==> src/rtl/alu_pkg.sv <==
package alu_pkg;
  typedef enum logic [1:0] {
    FN_ADD = 2'd0,
    FN_SUB = 2'd1,
    FN_AND = 2'd2,
    FN_XOR = 2'd3
  } alu_fn_e;
endpackage

==> src/rtl/alu_addsub.sv <==
module alu_addsub #(
  parameter int WIDTH = 32
) (
  input  logic [WIDTH-1:0] a_i,
  input  logic [WIDTH-1:0] b_i,
  input  logic             sub_i,
  output logic [WIDTH-1:0] sum_o,
  output logic             carry_o,
  output logic             ovf_o
);
  localparam int MSB = WIDTH - 1;

  logic [WIDTH-1:0] op_x, op_y;
  logic             c_out;

  // subtract computes b + ~a + 1
  assign op_x = sub_i ? b_i : a_i;
  assign op_y = sub_i ? ~a_i : b_i;
  assign {c_out, sum_o} = {1'b0, op_x} + {1'b0, op_y} + {{WIDTH{1'b0}}, sub_i};

  // carry for add, borrow (inverted carry) for subtract
  assign carry_o = c_out ^ sub_i;
  assign ovf_o   = (op_x[MSB] == op_y[MSB]) && (sum_o[MSB] != op_x[MSB]);
endmodule

==> src/rtl/alu_logic.sv <==
module alu_logic #(
  parameter int WIDTH = 32
) (
  input  logic [WIDTH-1:0] a_i,
  input  logic [WIDTH-1:0] b_i,
  output logic [WIDTH-1:0] and_o,
  output logic [WIDTH-1:0] xor_o
);
  for (genvar i = 0; i < WIDTH; i++) begin : g_bit
    assign and_o[i] = a_i[i] & b_i[i];
    assign xor_o[i] = a_i[i] ^ b_i[i];
  end
endmodule

==> src/rtl/alu_core.sv <==
module alu_core
  import alu_pkg::*;
#(
  parameter int WIDTH = 32
) (
  input  logic [WIDTH-1:0] a_i,
  input  logic [WIDTH-1:0] b_i,
  input  logic [1:0]       fn_i,
  output logic [WIDTH-1:0] result_o,
  output logic             of_o,
  output logic             zf_o,
  output logic             cf_o
);
  localparam int MSB = WIDTH - 1;

  alu_fn_e          fn;
  logic [WIDTH-1:0] arith_sum, and_w, xor_w;
  logic             arith_c, arith_v, is_arith;

  assign fn       = alu_fn_e'(fn_i);
  assign is_arith = (fn == FN_ADD) || (fn == FN_SUB);

  alu_addsub #(.WIDTH(WIDTH)) u_addsub (
    .a_i     (a_i),
    .b_i     (b_i),
    .sub_i   (fn == FN_SUB),
    .sum_o   (arith_sum),
    .carry_o (arith_c),
    .ovf_o   (arith_v)
  );

  alu_logic #(.WIDTH(WIDTH)) u_logic (
    .a_i   (a_i),
    .b_i   (b_i),
    .and_o (and_w),
    .xor_o (xor_w)
  );

  always_comb begin
    unique case (fn)
      FN_ADD, FN_SUB: result_o = arith_sum;
      FN_AND:         result_o = and_w;
      default:        result_o = xor_w;
    endcase
  end

  assign of_o = is_arith & arith_v;
  assign cf_o = is_arith & arith_c;
  assign zf_o = ~|result_o;

  always_comb begin
    if (fn == FN_ADD) begin
      assert_add_sum_R1: assert ({cf_o, result_o} == ({1'b0, a_i} + {1'b0, b_i}))
        else $error("R1/R7 sum or carry mismatch");
      if (of_o) begin
        assert_add_sign_R5: assert ((a_i[MSB] == b_i[MSB]) && (result_o[MSB] != a_i[MSB]))
          else $error("R5 overflow without sign rule");
      end
    end
    if (fn == FN_SUB) begin
      assert_sub_back_R2: assert (WIDTH'(result_o + a_i) == b_i)
        else $error("R2 difference mismatch");
      assert_sub_borrow_R8: assert (cf_o == (a_i > b_i))
        else $error("R8 borrow mismatch");
    end
    if (!is_arith) begin
      assert_logic_flags_R9: assert (!of_o && !cf_o)
        else $error("R9 flag set on logical op");
    end
    if (zf_o) begin
      assert_zero_flag_R4: assert (result_o == '0)
        else $error("R4 zero flag with nonzero result");
    end
  end
endmodule

==> config.mk <==
export PLATFORM = sky130hd
export DESIGN_NAME = alu_core
export DESIGN_NICKNAME = d
export VERILOG_FILES = /design/src/rtl/alu_pkg.sv /design/src/rtl/alu_addsub.sv /design/src/rtl/alu_logic.sv /design/src/rtl/alu_core.sv
export SDC_FILE = /design/constraint.sdc
export NUM_CORES = 1
export LEC_CHECK = 0
export BUFFER_PORTS_ARGS = -buffer_cell sky130_fd_sc_hd__buf_2
export CORE_ASPECT_RATIO = 0.75
export CORE_MARGIN = 3
export CORE_UTILIZATION = 40
export DETAILED_ROUTE_END_ITERATION = 16
export PLACE_DENSITY = 0.72
export SYNTH_ARGS = -nofsm -noshare
export SYNTH_HDL_FRONTEND = slang
export SYNTH_SLANG_ARGS = --single-unit
==> constraint.sdc <==
create_clock -name vclk -period 9.7
set_clock_uncertainty 0.2 [all_clocks]
set_input_delay 1.455 -clock vclk [all_inputs]
set_output_delay 1.455 -clock vclk [all_outputs]
set_load 0.005 [all_outputs]
# --- After elaboration in Yosys (flattened, before gate mapping) ---
# Cells that the tools add are included.
totals:
  output_inout_bits: 35
  word_cells: 83
  mem_bits_rw: 0
  reg_bits: 0
  memories: 0
  latchBits: 0
  romBits: 0
classes:
  n_reduce_logical: 6
  multipliers: 0
  mux: 3
  n_shift: 0
  eq_ne: 4
  bitwise_logic: 68
  div_mod_pow: 0
  magnitude_cmp: 0
  addsub: 2
op_table:
  columns: ["cell", "n"]
  rows:
  - ["32-bit 2-to-1 mux", 2]
  - ["32-bit case mux with 2 select lines", 1]
  - ["1-bit bitwise AND", 34]
  - ["32-bit by 32-bit adder with 33-bit output", 1]
  - ["33-bit by 1-bit adder with 33-bit output", 1]
  - ["1-bit bitwise XOR", 33]
  - ["32-bit inverter", 1]
  - ["32-bit OR reduction", 1]
  - ["2-bit by 1-bit equality test with 1-bit output (second input constant)", 1]
  - ["2-bit equality test (second input constant)", 1]
  - ["2-bit logical NOT", 1]
  - ["2-bit OR reduction", 1]
  - ["1-bit equality test", 1]
  - ["1-bit logical AND", 1]
  - ["1-bit logical NOT", 1]
  - ["1-bit logical OR", 1]
  - ["1-bit != test", 1]

# --- Logic depth before layout (Yosys ltp) ---
# Gate-level depths: netlist of the first run.
logic_depth:
  ltp_word: 7
  depth_mapped: 21
  mapped_depth_nobuf: 16

# --- Hierarchy ---
# From an unflattened synthesis of the first run, not the netlist that was laid out.
unflattened:
  hier_cells: 488
  area_unflattened_um2: 3542.1
by_module_without_submodules:
  columns: ["module", "cells_each", "area_each_um2", "n_inst", "seq_area_each_um2"]
  rows:
  - ["alu_addsub", 335, 2368.5, 1, 0.0]
  - ["alu_core", 121, 773.2, 1, 0.0]
  - ["alu_logic", 32, 400.4, 1, 0.0]

# --- Worst setup path after synthesis of the first run ---
# Ideal clock, no wire load.
synth_timing:
  kind: "in2out"
  startpoint: "in fn_i[0]"
  endpoint: "out zf_o"
  cell_stages: 20
  t_arrival_ns: 6.376
  path_slack_ns: 1.669
  t_required_ns: 8.045
  path_buffers: 6
  cell_sequence: "buf_2 buf_2 buf_1 clkbuf_1 buf_1 nand2_1 clkbuf_1 nand2_1 nand2_1 ha_1 a211oi_2 o21bai_1 or4_1 a21o_1 o311a_2 a2111o_1 or4_1 nor4_2 nand4_1 a2111oi_2"
synth_between:
  elab_chain_cells: 7
synth_lines:
  columns: ["item", "line", "text"]
  rows:
  - ["start, declared", "alu_core.sv:8", "input logic [1:0] fn_i,"]
  - ["2-bit by 1-bit equality test with 1-bit output", "alu_core.sv:26, alu_core.sv:40", null]
  - ["32-bit 2-to-1 mux, on equally long branches", "alu_addsub.sv:17, alu_addsub.sv:18", null]
  - ["32-bit by 32-bit adder with 33-bit output", "alu_addsub.sv:19", "assign {c_out, sum_o} = {1'b0, op_x} + {1'b0, op_y} + {{WIDTH{1'b0}}, sub_i};"]
  - ["33-bit by 1-bit adder with 33-bit output", "alu_addsub.sv:19", null]
  - ["32-bit case mux with 2 select lines *", "alu_core.sv:40", "unique case (fn)"]
  - ["via result_o[13]", "alu_core.sv:9", "output logic [WIDTH-1:0] result_o,"]
  - ["32-bit OR reduction *", "alu_core.sv:49", "assign zf_o = ~|result_o;"]
  - ["1-bit logical NOT *", "alu_core.sv:49", null]
  - ["end, declared", "alu_core.sv:11", "output logic zf_o,"]
# The timed path passes the listed nets; every way through them passes the cells marked *.

# --- Worst setup path after layout of the first run ---
layout_timing:
  startpoint: "in fn_i[1]"
  endpoint: "out zf_o"
layout_between:
  elab_chain_cells: 7
layout_lines:
  columns: ["item", "line"]
  rows:
  - ["2-bit by 1-bit equality test with 1-bit output", "alu_core.sv:26, alu_core.sv:40"]
  - ["32-bit 2-to-1 mux, on equally long branches", "alu_addsub.sv:17, alu_addsub.sv:18"]
  - ["32-bit by 32-bit adder with 33-bit output", "alu_addsub.sv:19"]
  - ["33-bit by 1-bit adder with 33-bit output", "alu_addsub.sv:19"]
  - ["32-bit case mux with 2 select lines *", "alu_core.sv:40"]
  - ["32-bit OR reduction *", "alu_core.sv:49"]
  - ["1-bit logical NOT *", "alu_core.sv:49"]
# Every way passes the cells marked *; elsewhere a longest branch is shown, timed or not.

==> results.md, run 1 <==
* Area fraction of the dominant cell type after synthesis at 0.2084
* Layout-stage area growth over the synthesis result at 14.95%
* Remaining number of nets flagged by the antenna check after routing at 0
* Critical path endpoint: zf_o
* Setup TNS at 0 ps
* Share of final-layout standard cells stronger than drive strength 1 at 0.1910
* Leakage power at 2.113 nW
* Req. time, crit path at 8050 ps
* Ys Warns at 0
* Initial standard-cell utilization of the core at 0.4147
* Worst Max-Slew Pin Slew at 703.4 ps
* Max Clk Rate at 126.4 MHz
* Final std cell area, no fill at 4348 um^2
* Total number of vias at 4611
* Largest net degree at the start of global routing at 48
* Number of antenna violations at the first check in global routing at 0
* Die outline area at 10670 um^2
* Horizontal die dimension at 118.3 um
* Detailed-route DRC error count at 0
* I/O pin count at 101
* Most common library cell in the layout ignoring fill and taps: sky130_fd_sc_hd__nand2_1
* Switching Fraction at 0.5893
* Hold/Removal Path Class: in -> out
* Result of the run: completed
* Quantity of gates resized following cts at 0
* First-iteration detailed-routing DRC count at 427
* Unrepaired setup endpoints after global routing: false
* Overall track demand over capacity in global routing at 0.2229
* Antenna diode instance count at 0
* Power per Cell Area at 84.97 nW/um^2
* Final number of setup-violating endpoints at 0
* Mean area per synthesized cell at 6.378 um^2
* Final net count at 802
* Data arrival time of the worst path at 6260 ps
* Critical Path Source Type: primary input
* Crit path time final at 7910 ps
* Detailed-route vias per instance at 5.778
* Routed wire length at 12540 um
* Commonest cells after routing, fill and taps aside: 126 x sky130_fd_sc_hd__nand2_1, 101 x sky130_fd_sc_hd__buf_2, 73 x sky130_fd_sc_hd__a21oi_1, 63 x sky130_fd_sc_hd__ha_1, 58 x sky130_fd_sc_hd__nor2_1
* Mean routed wirelength per cell at 15.71 um
* Internal power summed over all cells at 0.1517 mW
* Period utilisation layout at 0.8155
* Placed inst area at 4348 um^2
* Area of the mapped netlist at 3782 um^2
* # port buffers at 101
* Total count of max-transition violations in the final report at 0
* Comb pwr share at 1.000
* Largest vdd supply drop at 0.02437 mV
* Crit end category: primary output
* Startpoint of the worst setup timing path: fn_i[1]
* Detailed-placement wirelength estimate at 10250 um
* Crit Path Max Fanout at 32
* Sw power at 0.2177 mW
* Slew Limit Headroom at 0.5301
* Clock buffer count in the final layout at 0
* Hold buffers post-CTS at 0
* Category of the most critical setup path: in -> out
* Rows at 30
* Reg power frac at 0
* Max-cap check violation count at 0
* Wire length of the first global-routing pass at 20620 um
* Sequential cell area fraction in the yosys report at 0
* Setup bufs post-CTS at 0
* Num sequential at 0
* Yosys top cell by area: sky130_fd_sc_hd__ha_1
* Final RePlAce weighted congestion at 0.9850
* Mapped Cells at 593
* Part of the total power dissipated in the clock network at 0
* Yosys cell types at 70
* Net count after synthesis at 723
* Sequential Area at 0 um^2
* Area of the core region at 9121 um^2
* Number of global-route vias before repair at 4137
* GRT Residual Overflow at 0
* Top cells by area in the synthesized netlist: sky130_fd_sc_hd__ha_1 21%, sky130_fd_sc_hd__nand2_1 13%, sky130_fd_sc_hd__a21oi_1 9.7%
* Height of the die at 90.22 um
* Final count of hold timing violations at 0
* Initial DRT Pass Iterations at 5
synth_stat cells, types with 8 or more instances:
library cell,number
sky130_fd_sc_hd__a211oi_1,9
sky130_fd_sc_hd__a21o_1,12
sky130_fd_sc_hd__a21oi_1,73
sky130_fd_sc_hd__clkbuf_1,18
sky130_fd_sc_hd__ha_1,63
sky130_fd_sc_hd__inv_1,8
sky130_fd_sc_hd__mux2i_1,14
sky130_fd_sc_hd__nand2_1,126
sky130_fd_sc_hd__nand2b_1,11
sky130_fd_sc_hd__nor2_1,58
sky130_fd_sc_hd__nor2b_1,11
sky130_fd_sc_hd__nor3_1,11
sky130_fd_sc_hd__o211ai_1,15
sky130_fd_sc_hd__o21ai_0,24
sky130_fd_sc_hd__o21ai_1,11
sky130_fd_sc_hd__xnor2_1,14
sky130_fd_sc_hd__xor2_1,8
power by group through the flow:
| stage | Combinational [mW] | Sequential, mW | Clock [mW] |
|---|---|---|---|
| after floorplan | 0.251 | 0 | 0 |
| after global placement | 0.358 | 0 | 0 |
| after detailed placement | 0.362 | 0 | 0 |
| after CTS | 0.364 | 0 | 0 |
| after global routing | 0.412 | 0 | 0 |
| final | 0.369 | 0 | 0 |
per-stage QoR:
| step | setup WS, ps | instances | hold slack, ps | util | power, mW |
|---|---|---|---|---|---|
| 2_1_floorplan | 1669 | 593 | 2810 | - | 0.2510 |
| 3_3_place_gp | 1945 | 798 | 3177 | 0.4767 | 0.3577 |
| 3_5_place_dp | 1837 | 798 | 3182 | 0.4767 | 0.3615 |
| 4_1_cts | 1811 | 798 | 3187 | 0.4767 | 0.3641 |
| 5_1_grt | 1426 | 798 | 3239 | 0.4767 | 0.4116 |
| 6_report | 1790 | 798 | 3190 | 0.4767 | 0.3695 |
how the worst min path moves through the flow:
stage | start | end | slack, ps | cells past startpoint
floorplan | fn_i[1] | result_o[2] | 2810 | 1
global placement | b_i[0] | result_o[0] | 3180 | 5
detailed placement | b_i[0] | result_o[0] | 3180 | 5
CTS | b_i[0] | result_o[0] | 3190 | 5
global route | b_i[0] | result_o[0] | 3240 | 5
finish | b_i[0] | result_o[0] | 3190 | 5
worst max-delay path, stage by stage:
cell	delay (ps)
sky130_fd_sc_hd__buf_2	240
sky130_fd_sc_hd__buf_4	300
sky130_fd_sc_hd__nor2b_4	600
sky130_fd_sc_hd__buf_4	300
sky130_fd_sc_hd__nor2_1	50
sky130_fd_sc_hd__a21oi_1	140
sky130_fd_sc_hd__ha_1	340
sky130_fd_sc_hd__a21oi_1	210
sky130_fd_sc_hd__o21ai_1	130
sky130_fd_sc_hd__or4_1	410
sky130_fd_sc_hd__a21o_1	170
sky130_fd_sc_hd__o311a_2	120
sky130_fd_sc_hd__a2111o_1	340
sky130_fd_sc_hd__or4_1	460
sky130_fd_sc_hd__nor4_2	240
sky130_fd_sc_hd__nand4_1	160
sky130_fd_sc_hd__a2111oi_2	400
sky130_fd_sc_hd__buf_2	180
cells by family after synthesis:
logic type,after synthesis,synth area share
AND/OR/NAND/NOR,258,0.3063
AO/OA/AOI/OAI,189,0.3239
adder cells (fa/ha/maj),64,0.2137
buffers and inverters,41,0.05326
XOR/XNOR,22,0.05094
multiplexers,19,0.05193
metal layers:
layer	part of all wire	track usage	vias to the layer above
met5	0	0	-
met4	0.0068	0.01366	0
met3	0.080	0.02201	10
met2	0.39	0.3272	173
met1	0.52	0.3588	2101
li1	-	-	2327
cell type report:
type                       instances  area, um^2
multi-input combinational        552        3588
fill                             986        4773
inverter                           9       33.78
timing repair buffer             109       565.5
tap                              128       160.2
Power figures use the tool's default switching activity.
==> run 2: changes to the inputs <==
Clock period 9.7 ns to 7.3 ns, I/O delays scaled along.
==> run 2 against run 1 <==
  * Global-route usage fell by 0.90 points
  * Cell area up 0.35%
  * Count of clock-buffer cells in the layout is the same
  * Setup slack worse by 1400 ps
  * Via count decreased by 0.17%
  * Combinational power is 33% higher
  * Die area unchanged
  * Non-clock buffer count is 3 lower
  * Sequential share of layout area did not move
  * Critical path depth shrank 1
  * Core utilization increased by 0.16 points
  * Highest routed layer unchanged
  * Routed wire length is 2.3% lower
  * Critical endpoint unchanged
==> results.md, run 2 (synthesis results as in run 1) <==
* Result of the run: completed
* Commonest cells after routing, fill and taps aside: 125 x sky130_fd_sc_hd__nand2_1, 101 x sky130_fd_sc_hd__buf_2, 73 x sky130_fd_sc_hd__a21oi_1, 63 x sky130_fd_sc_hd__ha_1, 58 x sky130_fd_sc_hd__nor2_1
* Data arrival time of the worst path at 5650 ps
* Final RePlAce weighted congestion at 0.9521
* GRT Residual Overflow at 0
* Part of the total power dissipated in the clock network at 0
* Initial DRT Pass Iterations at 5
* Category of the most critical setup path: in -> out
* Critical path's slowest cell: sky130_fd_sc_hd__or4_1
* Unrepaired setup endpoints after global routing: false
* Critical Path Source Type: primary input
* Number of global-route vias before repair at 4071
* Power per Cell Area at 112.1 nW/um^2
* Placed inst area at 4350 um^2
* Placement Setup Slack at 127.1 ps
* Final number of setup-violating endpoints at 0
* Hold/Removal Path Class: in -> out
* Smallest hold slack at 2475 ps
* Mean routed wirelength per cell at 15.42 um
* Crit path time final at 6941 ps
* Multi-input gate area at 3601 um^2
* Detailed-placement wirelength estimate at 9943 um
* Fill count at 961
* Routed wire length at 12260 um
* Height of the die at 90.22 um
* Sw power at 0.2867 mW
* Layout-stage area growth over the synthesis result at 15.35%
* Die outline area at 10670 um^2
* Largest net degree at the start of global routing at 92
* Clock buffer count in the final layout at 0
* Switching Fraction at 0.5863
* Wire length of the first global-routing pass at 19910 um
* Max Clk Rate at 144.1 MHz
* Internal power summed over all cells at 0.2023 mW
* First-iteration detailed-routing DRC count at 345
* Number of antenna violations at the first check in global routing at 0
* Leakage power at 2.111 nW
* Max-cap check violation count at 0
* Setup slack after layout at 359.2 ps
* # port buffers at 101
* Initial standard-cell utilization of the core at 0.4147
* CP max stage delay at 540 ps
* Remaining number of nets flagged by the antenna check after routing at 0
* I/O pin count at 101
* Period utilisation layout at 0.9508
* Overall track demand over capacity in global routing at 0.2139
* Final count of hold timing violations at 0
* Reg power frac at 0
* Antenna diode instance count at 0
* Worst Max-Slew Pin Slew at 533.8 ps
* Num sequential at 0
* Setup bufs post-CTS at 0
* Detailed-route vias per instance at 5.790
* Detailed-route DRC error count at 0
* Rows at 30
* Crit Path Max Fanout at 91
* Largest vdd supply drop at 0.04120 mV
* Setup TNS at 0 ps
* Most common library cell in the layout ignoring fill and taps: sky130_fd_sc_hd__nand2_1
* Area of the core region at 9121 um^2
* Total count of max-transition violations in the final report at 0
* Comb pwr share at 1.000
* Sequential Area at 0 um^2
* Horizontal die dimension at 118.3 um
* Final std cell area, no fill at 4363 um^2
* Total number of vias at 4603
* Final net count at 799
* Req. time, crit path at 6000 ps
* Slew Limit Headroom at 0.6395
* Share of final-layout standard cells stronger than drive strength 1 at 0.1889
* Critical-path cell list: buf_2, nor2b_4, buf_12, nor2_1, a21oi_1, ha_1, o21ai_0, o21bai_1, or4_1, a21o_1, o311a_2, a2111o_1, or4_1, nor4_4, nand4_1, a2111oi_2, buf_2
* Crit end category: primary output
[run 2: changes by cell type in the layout (fill, tap and decap cells not counted), sizes merged]
| cell | previous run | this run |
|---|---|---|
| buf | 109 | 106 |
[run 2: cell type report]
| type | instances | share of cell area |
|---|---|---|
| repair buffers | 106 | 0.1302 |
| multi-input cells | 552 | 0.8254 |
| inverters | 9 | 0.007743 |
| well taps | 128 | 0.03671 |
[run 2: final timing paths]
path | startpoint | endpoint | slack, ps | cells after the start
min | fn_i[1] | result_o[6] | 2470 | 3
max | fn_i[0] | zf_o | 360 | 17
[run 2: per-stage QoR]
step           power, mW  cells    util
2_1_floorplan     0.3336    593       -
3_3_place_gp      0.4715    795  0.4770
3_5_place_dp      0.4779    795  0.4770
4_1_cts           0.4809    795  0.4770
5_1_grt           0.5436    795  0.4783
6_report          0.4890    795  0.4783
[run 2: timing repair]
action,in CTS,in global routing
resized for setup,0,3
hold buffers,0,0
endpoints found under the setup margin,0,1
[run 2: worst max-delay path: cells and delay by family]
kind | cells | cell delay [ps]
AOI/OAI and AO/OA | 7 | 1610
buffers and inverters | 3 | 770
adders and majority gates | 1 | 310
and+or+nand+nor | 6 | 1840
[run 2: layer usage]
layer  vias up  share of wire  GRT usage
met1      2121           0.53     0.3380
li1       2317              -          -
met4         0         0.0035   0.008780
met3         6          0.064    0.01698
met5         -              0          0
met2       159           0.41     0.3272
[run 2: power by group through the flow]
stage / registers (mW) / logic, mW / clock network [mW]
floorplan: 0 / 0.334 / 0
detailed placement: 0 / 0.478 / 0
global placement: 0 / 0.471 / 0
finish: 0 / 0.489 / 0
CTS: 0 / 0.481 / 0
global route: 0 / 0.544 / 0
